<file path="src/rtl/dual_intc_pkg.sv">
package dual_intc_pkg;
    localparam int unsigned ADDR_W = 6;
    localparam int unsigned NUM_PATHS = 2;

    localparam logic [ADDR_W-1:0] OFS_N_MASKED = 6'h00;
    localparam logic [ADDR_W-1:0] OFS_N_RAW    = 6'h04;
    localparam logic [ADDR_W-1:0] OFS_N_ENSET  = 6'h08;
    localparam logic [ADDR_W-1:0] OFS_N_ENCLR  = 6'h0C;
    localparam logic [ADDR_W-1:0] OFS_SW_SET   = 6'h10;
    localparam logic [ADDR_W-1:0] OFS_SW_CLR   = 6'h14;
    localparam logic [ADDR_W-1:0] OFS_F_MASKED = 6'h20;
    localparam logic [ADDR_W-1:0] OFS_F_RAW    = 6'h24;
    localparam logic [ADDR_W-1:0] OFS_F_ENSET  = 6'h28;
    localparam logic [ADDR_W-1:0] OFS_F_ENCLR  = 6'h2C;

    typedef enum logic {PATH_NORMAL = 1'b0, PATH_FAST = 1'b1} path_e;

    function automatic logic [ADDR_W-1:0] set_ofs(input int unsigned p);
        return (p == 0) ? OFS_N_ENSET : OFS_F_ENSET;
    endfunction

    function automatic logic [ADDR_W-1:0] clr_ofs(input int unsigned p);
        return (p == 0) ? OFS_N_ENCLR : OFS_F_ENCLR;
    endfunction
endpackage

</file>
<file path="src/rtl/intc_setclr_reg.sv">
module intc_setclr_reg #(
    parameter int unsigned W = 32,
    parameter logic [W-1:0] VALID = '1
) (
    input  logic         clk,
    input  logic         rst_n,
    input  logic         set_stb,
    input  logic         clr_stb,
    input  logic [W-1:0] wdata,
    output logic [W-1:0] q
);
    always_ff @(posedge clk or negedge rst_n) begin
        if (!rst_n) begin
            q <= '0;
        end else if (set_stb) begin
            q <= (q | wdata) & VALID;
        end else if (clr_stb) begin
            q <= q & ~wdata;
        end
    end

    // ones in the data are set, other bits keep their value
    a_r2_set_bits: assert property (@(posedge clk) disable iff (!rst_n)
        set_stb |=> (((q & ($past(wdata) & VALID)) == ($past(wdata) & VALID)) &&
                     ((q & ~$past(wdata)) == ($past(q) & ~$past(wdata)))));

    // ones in the data are cleared, other bits keep their value
    a_r3_clr_bits: assert property (@(posedge clk) disable iff (!rst_n)
        (clr_stb && !set_stb) |=> (((q & $past(wdata)) == '0) &&
                                   ((q & ~$past(wdata)) == ($past(q) & ~$past(wdata)))));

    // without a strobe the register holds
    a_r9_hold: assert property (@(posedge clk) disable iff (!rst_n)
        (!set_stb && !clr_stb) |=> $stable(q));
endmodule

</file>
<file path="src/rtl/intc_req_stage.sv">
module intc_req_stage #(
    parameter int unsigned W = 32
) (
    input  logic         clk,
    input  logic         rst_n,
    input  logic [W-1:0] raw,
    input  logic [W-1:0] en,
    output logic [W-1:0] masked,
    output logic         req
);
    always_comb masked = raw & en;

    always_ff @(posedge clk or negedge rst_n) begin
        if (!rst_n) req <= 1'b0;
        else        req <= |masked;
    end

    // request is the registered OR of the masked word
    a_r7_req_follows: assert property (@(posedge clk) disable iff (!rst_n)
        1'b1 |=> (req == |($past(raw) & $past(en))));
endmodule

</file>
<file path="src/rtl/dual_intc.sv">
module dual_intc #(
    parameter int unsigned NUM_SRC = 32,
    parameter logic [NUM_SRC-1:0] VALID_MASK = '1
) (
    input  logic               clk,
    input  logic               rst_n,
    input  logic [5:0]         bus_addr,
    input  logic               bus_wr,
    input  logic [NUM_SRC-1:0] bus_wdata,
    input  logic               bus_rd,
    output logic [NUM_SRC-1:0] bus_rdata,
    input  logic [NUM_SRC-1:0] src_i,
    output logic               irq_o,
    output logic               fiq_o
);
    import dual_intc_pkg::*;

    logic [NUM_SRC-1:0] soft_q;
    logic [NUM_SRC-1:0] raw_w;
    logic [NUM_SRC-1:0] en_q   [NUM_PATHS];
    logic [NUM_SRC-1:0] mask_w [NUM_PATHS];
    logic [NUM_PATHS-1:0] req_w;
    logic [NUM_SRC-1:0] rd_mux;
    logic [NUM_SRC-1:0] rdata_q;

    intc_setclr_reg #(.W(NUM_SRC), .VALID(VALID_MASK)) u_soft (
        .clk     (clk),
        .rst_n   (rst_n),
        .set_stb (bus_wr && bus_addr == OFS_SW_SET),
        .clr_stb (bus_wr && bus_addr == OFS_SW_CLR),
        .wdata   (bus_wdata),
        .q       (soft_q)
    );

    always_comb raw_w = (src_i | soft_q) & VALID_MASK;

    for (genvar p = 0; p < NUM_PATHS; p++) begin : g_path
        intc_setclr_reg #(.W(NUM_SRC), .VALID(VALID_MASK)) u_en (
            .clk     (clk),
            .rst_n   (rst_n),
            .set_stb (bus_wr && bus_addr == set_ofs(p)),
            .clr_stb (bus_wr && bus_addr == clr_ofs(p)),
            .wdata   (bus_wdata),
            .q       (en_q[p])
        );
        intc_req_stage #(.W(NUM_SRC)) u_req (
            .clk    (clk),
            .rst_n  (rst_n),
            .raw    (raw_w),
            .en     (en_q[p]),
            .masked (mask_w[p]),
            .req    (req_w[p])
        );
    end

    assign irq_o = req_w[PATH_NORMAL];
    assign fiq_o = req_w[PATH_FAST];

    always_comb begin
        rd_mux = '0;
        case (bus_addr)
            OFS_N_MASKED:             rd_mux = mask_w[PATH_NORMAL];
            OFS_F_MASKED:             rd_mux = mask_w[PATH_FAST];
            OFS_N_RAW, OFS_F_RAW:     rd_mux = raw_w;
            OFS_N_ENSET, OFS_N_ENCLR: rd_mux = en_q[PATH_NORMAL];
            OFS_F_ENSET, OFS_F_ENCLR: rd_mux = en_q[PATH_FAST];
            OFS_SW_SET, OFS_SW_CLR:   rd_mux = soft_q;
            default:                  rd_mux = '0;
        endcase
    end

    always_ff @(posedge clk or negedge rst_n) begin
        if (!rst_n)      rdata_q <= '0;
        else if (bus_rd) rdata_q <= rd_mux;
    end

    assign bus_rdata = rdata_q;

    // no read word ever carries a bit outside the valid set
    a_r10_valid_only: assert property (@(posedge clk) disable iff (!rst_n)
        (bus_rdata & ~VALID_MASK) == '0);

    // read data holds when no read strobe was seen
    a_r11_rdata_hold: assert property (@(posedge clk) disable iff (!rst_n)
        !bus_rd |=> $stable(bus_rdata));

    // a request line is never raised when its enable was empty
    a_r6_no_enable_no_irq: assert property (@(posedge clk) disable iff (!rst_n)
        (en_q[PATH_NORMAL] == '0) |=> !irq_o);
endmodule

</file>
<file path="config.mk">
export PLATFORM = sky130hd
export DESIGN_NAME = dual_intc
export DESIGN_NICKNAME = d
export VERILOG_FILES = /design/src/rtl/dual_intc_pkg.sv /design/src/rtl/intc_setclr_reg.sv /design/src/rtl/intc_req_stage.sv /design/src/rtl/dual_intc.sv
export SDC_FILE = /design/constraint.sdc
export NUM_CORES = 1
export LEC_CHECK = 0
export ABC_AREA = 1
export BUFFER_PORTS_ARGS = -buffer_cell sky130_fd_sc_hd__buf_2
export CELL_PAD_IN_SITES_DETAIL_PLACEMENT = 2
export CELL_PAD_IN_SITES_GLOBAL_PLACEMENT = 2
export CORE_MARGIN = 8
export CORE_UTILIZATION = 28
export CTS_CLUSTER_DIAMETER = 60
export DETAILED_ROUTE_END_ITERATION = 16
export PLACE_DENSITY = 0.82
export SKIP_LAST_GASP = 1
export SLEW_MARGIN = 0
export SYNTH_ARGS = -nofsm -noshare
export SYNTH_HDL_FRONTEND = slang
export SYNTH_HIERARCHICAL = 1
export SYNTH_SLANG_ARGS = --single-unit
</file>
<file path="constraint.sdc">
create_clock -name clk -period 1 [get_ports clk]
set_input_delay 0.05 -clock clk [delete_from_list [all_inputs] [get_ports clk]]
set_output_delay 0.05 -clock clk [all_outputs]
set_load 0.05 [all_outputs]
</file>
### Word level (Yosys, flattened, before mapping)

Index checks and enable logic that the tools add are counted.

* register bits: 130
* bits in latches: 0
* RAM bits: 0
* bits in read-only memories: 0
* bits of input ports: 74
* output and inout bits: 34
* word-level logic and storage cells: 48
* memories: 0

* add/subtract/negate cells: 0
* multipliers: 0
* divide/modulo/power cells: 0
* magnitude comparators: 0
* equal/unequal tests: 9
* shift-type cells: 0
* multiplexer cells: 7
* bitwise gates (word level): 10
* reduce and logical (&&, ||, !) cells: 16

Operators by type and width (count)
* $mux 32: 6
* $pmux 32 s6: 1
* $and 32x32->32: 5
* $or 32x32->32: 4
* $reduce_or 32->1: 2
* $not 32->32: 1
* $eq 6x6->1 const B: 4
* $eq 6x4->1 const B: 2
* $eq 6x5->1 const B: 2
* $reduce_or 2->1: 4
* $eq 6x3->1 const B: 1
* $logic_and 1x1->1: 6
* $logic_not 6->1: 1
* $reduce_bool 2->1: 3

### Logic depth before layout (Yosys ltp)

* depth in word-level cells: 4
* depth in mapped cells: 10
* mapped depth without buffers: 10

### By module

Netlist, hierarchy kept.

By module, submodules not included
* intc_setclr_reg: instances 3, cells an instance 166, area each 1337.5 um^2, seq. area each 800.8 um^2
* dual_intc: instances 1, cells an instance 634, area each 3140.5 um^2, seq. area each 800.8 um^2
* intc_req_stage: instances 2, cells an instance 96, area each 381.6 um^2, seq. area each 25.0 um^2

### Worst setup path before layout

Ideal clock, no wire load.

* path type: register to register
* from: reg with a tool-made name
* to: reg rdata_q[29] (netlist: bus_rdata[29])
* setup time: 119 ps
* data arrival time: 987 ps
* required time: 881 ps
* setup slack: -106 ps
* cell stages (with the launch flop): 11
* buffers on the path: 0
* period minus slack after synthesis: 1106 ps
* path through: dfrtp_1 nor2_1 inv_1 nand2_1 inv_1 inv_1 nor2_1 nor2_1 nand2_1 nor2_1 nor2_1

RTL lines
* end signal: assignment: line dual_intc.sv:74 `else if (bus_rd) rdata_q <= rd_mux;`
* end: declaration: line dual_intc.sv:24 `logic [NUM_SRC-1:0] rdata_q;`

==> metrics.log <==
INFO  metric synth-seq-cells = 130
INFO  metric worstPathMaxFanout = 2
INFO  metric skew = ~0.013 ns
INFO  metric crit_buf_inv = 3
INFO  metric ant_nets = 0
INFO  metric critPathSlowestCell = sky130_fd_sc_hd__dfrtp_1
INFO  metric most_frequent_standard_cell_in_the_layout_excluding_fill_and_tap_cells = sky130_fd_sc_hd__nand2_1
INFO  metric worst_slew_pin_slew = just under 0.6 ns
INFO  metric clk_pin_slew = around 0.060 ns
INFO  metric placementRows = around 60
INFO  metric grt_start_max_net_pins = 33
INFO  metric htree_levels = 4
INFO  metric initial_utilization = 28.49%
INFO  metric place.detailed.instances = ~1900
INFO  metric detailroute.via_count = about 11000
INFO  metric hold-worst-slack = 0.04405 ns
INFO  metric setup_total_negative_slack = -20.73 ns
INFO  metric synth_area = roughly 7900 sq um
INFO  metric drt_pre_antenna_iters = 5
INFO  metric crit_required = 1.36 ns
INFO  metric share_of_synthesized_area_occupied_by_flip_flops_and_latches = 41.09%
INFO  metric grt_use_total = between 20% and 30%
INFO  metric cp_cell_sequence = nor2_2 > inv_2 > nand2_2 > inv_2 > inv_2 > nor2_1 > nor2_1 > nand2_1 > nor2_2 > nor2_2
INFO  metric area.sequential = approximately 3300 sq um
INFO  metric clockRootBuffer = sky130_fd_sc_hd__clkbuf_16
INFO  metric final_core_utilization = around 46%
INFO  metric post_layout_nonfiller_instances = roughly 2100
INFO  metric switching_power = approximately 7.3 mW
INFO  metric grt_first_pass_wirelength = around 74 mm
INFO  metric p_leak = ~6.9 nW
INFO  metric post_synth.cell_area_avg = ~6.0 sq um
INFO  metric cpPeakStageDelay = 0.42 ns
INFO  metric commonest_cells_after_routing_fill_and_taps_aside = 547 x sky130_fd_sc_hd__nand2_1, 220 x sky130_fd_sc_hd__buf_4, 213 x sky130_fd_sc_hd__nor2_1
INFO  metric critPathLaunchType = flop
INFO  metric first_global_vias = approximately 12000
INFO  metric final_layout_size_suffix_gt1_share = 39.80%
INFO  metric tritoncts = yes
INFO  metric syn_to_final_growth = 61.97%
INFO  metric path_class = reg -> reg
INFO  metric crit_arrival = 2.00 ns
INFO  metric category_of_cells_accounting_for_the_largest_share_of_critical_path_delay = simple AND/OR/NAND/NOR gates
INFO  metric fmax = 606.9 MHz
INFO  metric clock_latency = between 0.4 and 0.5 ns
INFO  metric place.port_buffers = about 110
INFO  metric finish.instance_area = between 10000 and 15000 sq um
INFO  metric dpl_cell_area = between 10000 and 15000 sq um
INFO  metric cap_violations = 0
INFO  metric syn-num-nets = about 1400
INFO  metric status = complete, but fails checks
INFO  metric detail_route.wirelength = between 50 and 60 mm
INFO  metric drtIter0Drc = just over 700
INFO  metric internal_power = approximately 13 mW
INFO  metric vias_per_cell = 5.223
INFO  metric syn-instance-count = between 1000 and 1500
INFO  metric final_clock_period_utilization_by_the_worst_path = 164.8%
INFO  metric antenna_cells = 0
INFO  metric wl_per_cell = 27.82 microns
INFO  metric power_density_over_the_cells = 1576 nW/um^2
INFO  metric fin_ws = -0.6476 ns
INFO  metric core_area = about 28000 sq um
INFO  metric remaining_drc_errors = 0
INFO  metric drv_slew = 0
INFO  metric share_clk_of_total_power = 37.3%
INFO  metric die_w = about 180 microns
INFO  metric post-route-min-period = 1.648 ns
INFO  metric worst_slew_margin_rel = roughly three fifths
INFO  metric violations_in_the_final_reports = negative setup slack
INFO  metric count_of_distinct_cell_types_in_the_synthesized_netlist = 11
INFO  metric n_fill_cell = roughly 3300
INFO  metric grt_setup_unrepaired = true
INFO  metric hp-class = in -> async
INFO  metric clock_tree.buffer_depth = 2
INFO  metric report.final.hold_viol_count = 0
INFO  metric antenna_found_initial = 0
INFO  metric ios = about 110
INFO  metric worstSetupEndpointType = flop
INFO  metric die_area = 33910 sq um
INFO  metric number_of_cts_inserted_buffers = 17
INFO  metric overflow_after_grt = 0
INFO  metric setup_viol = approximately 130
INFO  metric combinationalPowerShare = 30.2%
INFO  metric floorplan.die.height = around 180 microns
INFO  metric tritoncts_num_sinks = 130
INFO  metric power.ir.vdd_worst = ~1.2 mV
INFO  metric area_occupied_by_multi_input_gates = approximately 4500 sq um
INFO  metric place.gp.congestion = between 0.8 and 0.9
INFO  metric hpwlAfterDp = about 26 mm
INFO  metric power_frac_seq = about a third
INFO  metric netSwitchingFraction = between 30% and 40%
INFO  metric yosysWarningCount = 6
INFO  metric nets = between 1500 and 2000
-- logic make-up (layout without fill, tap and decap cells) --
family	after synthesis	in the layout	share of synthesized area, %
and+or+nand+nor	984	985	47.40
buffers and inverters	210	596	11.51
DFF	130	130	41.09
-- layout make-up --
type,instances,share of cell area (%)
Inverter,167,4.928
Clock buffer,24,3.991
Sequential cell,130,25.38
Multi-Input combinational cell,985,34.88
Clock inverter,8,1.142
Tap cell,378,3.689
Timing Repair Buffer,397,26.00
-- synthesized netlist by cell type, drive strengths merged --
cell | count | area, sq um
buf | 37 | 261.5
clkbuf | 6 | 22.52
dfrtp | 130 | 3253
inv | 167 | 626.9
nand2 | 622 | 2335
nand3 | 41 | 205.2
nor2 | 321 | 1212
-- routing by layer --
layer  GRT usage (%)  part of all wire [%]  wire length, microns  vias up
met1           30.99                    37                 21500     5581
met5               0                     0                     0        -
met3           5.592                   5.1                  2956      255
li1                -                     -                     -     4591
met2           52.84                    51                 29740      483
met4           16.97                   6.8                  3937        0
-- power by group through the flow --
stage / combinational [mW] / sequential, mW / clock (mW)
final: 6.10 / 6.58 / 7.53
after global routing: 6.35 / 6.61 / 7.76
after CTS: 4.93 / 6.39 / 7.37
after detailed placement: 3.96 / 6.36 / 0
after global placement: 3.73 / 6.32 / 0
after floorplan: 1.38 / 6.71 / 0
-- path summary, 6_finish.rpt --
kind / slack, ns / cells after the start / endpoint
setup / recovery: -0.65 / 10 / bus_rdata[11]$_DFFE_PN0P_
hold / removal: 0.04 / 2 / bus_rdata[7]$_DFFE_PN0P_
setup reg to reg: -0.65 / 10 / bus_rdata[11]$_DFFE_PN0P_
hold reg to reg: 0.54 / 2 / bus_rdata[6]$_DFFE_PN0P_
max in group asynchronous: 0.40 / 3 / asynchronous set/reset pin
min in group clk: 0.14 / 7 / bus_rdata[28]$_DFFE_PN0P_
-- worst register-to-register path: cells and delay by family (launching register included) --
family / cells / cell delay [ns]
buffers and inverters: 3 / 0.19
AND/OR/NAND/NOR: 7 / 0.94
flip-flops: 1 / 0.42
-- stage by stage --
stage	setup slack (ns)	power [mW]
6_report	-0.6476	20.20
4_1_cts	-0.3955	18.69
3_5_place_dp	-0.5850	10.33
3_3_place_gp	-0.5012	10.05
2_1_floorplan	-0.08407	8.082
5_1_grt	-0.6827	20.73
-- timing repair --
action,CTS,global route
cloned,0,6
endpoints found under the hold margin,226,0
pin swaps,110,157
hold buffers,33,0
buffers inserted,48,43
resized for setup,243,171
endpoints found under the setup margin,80,147
No activity file was read; power rests on OpenSTA's default activity.
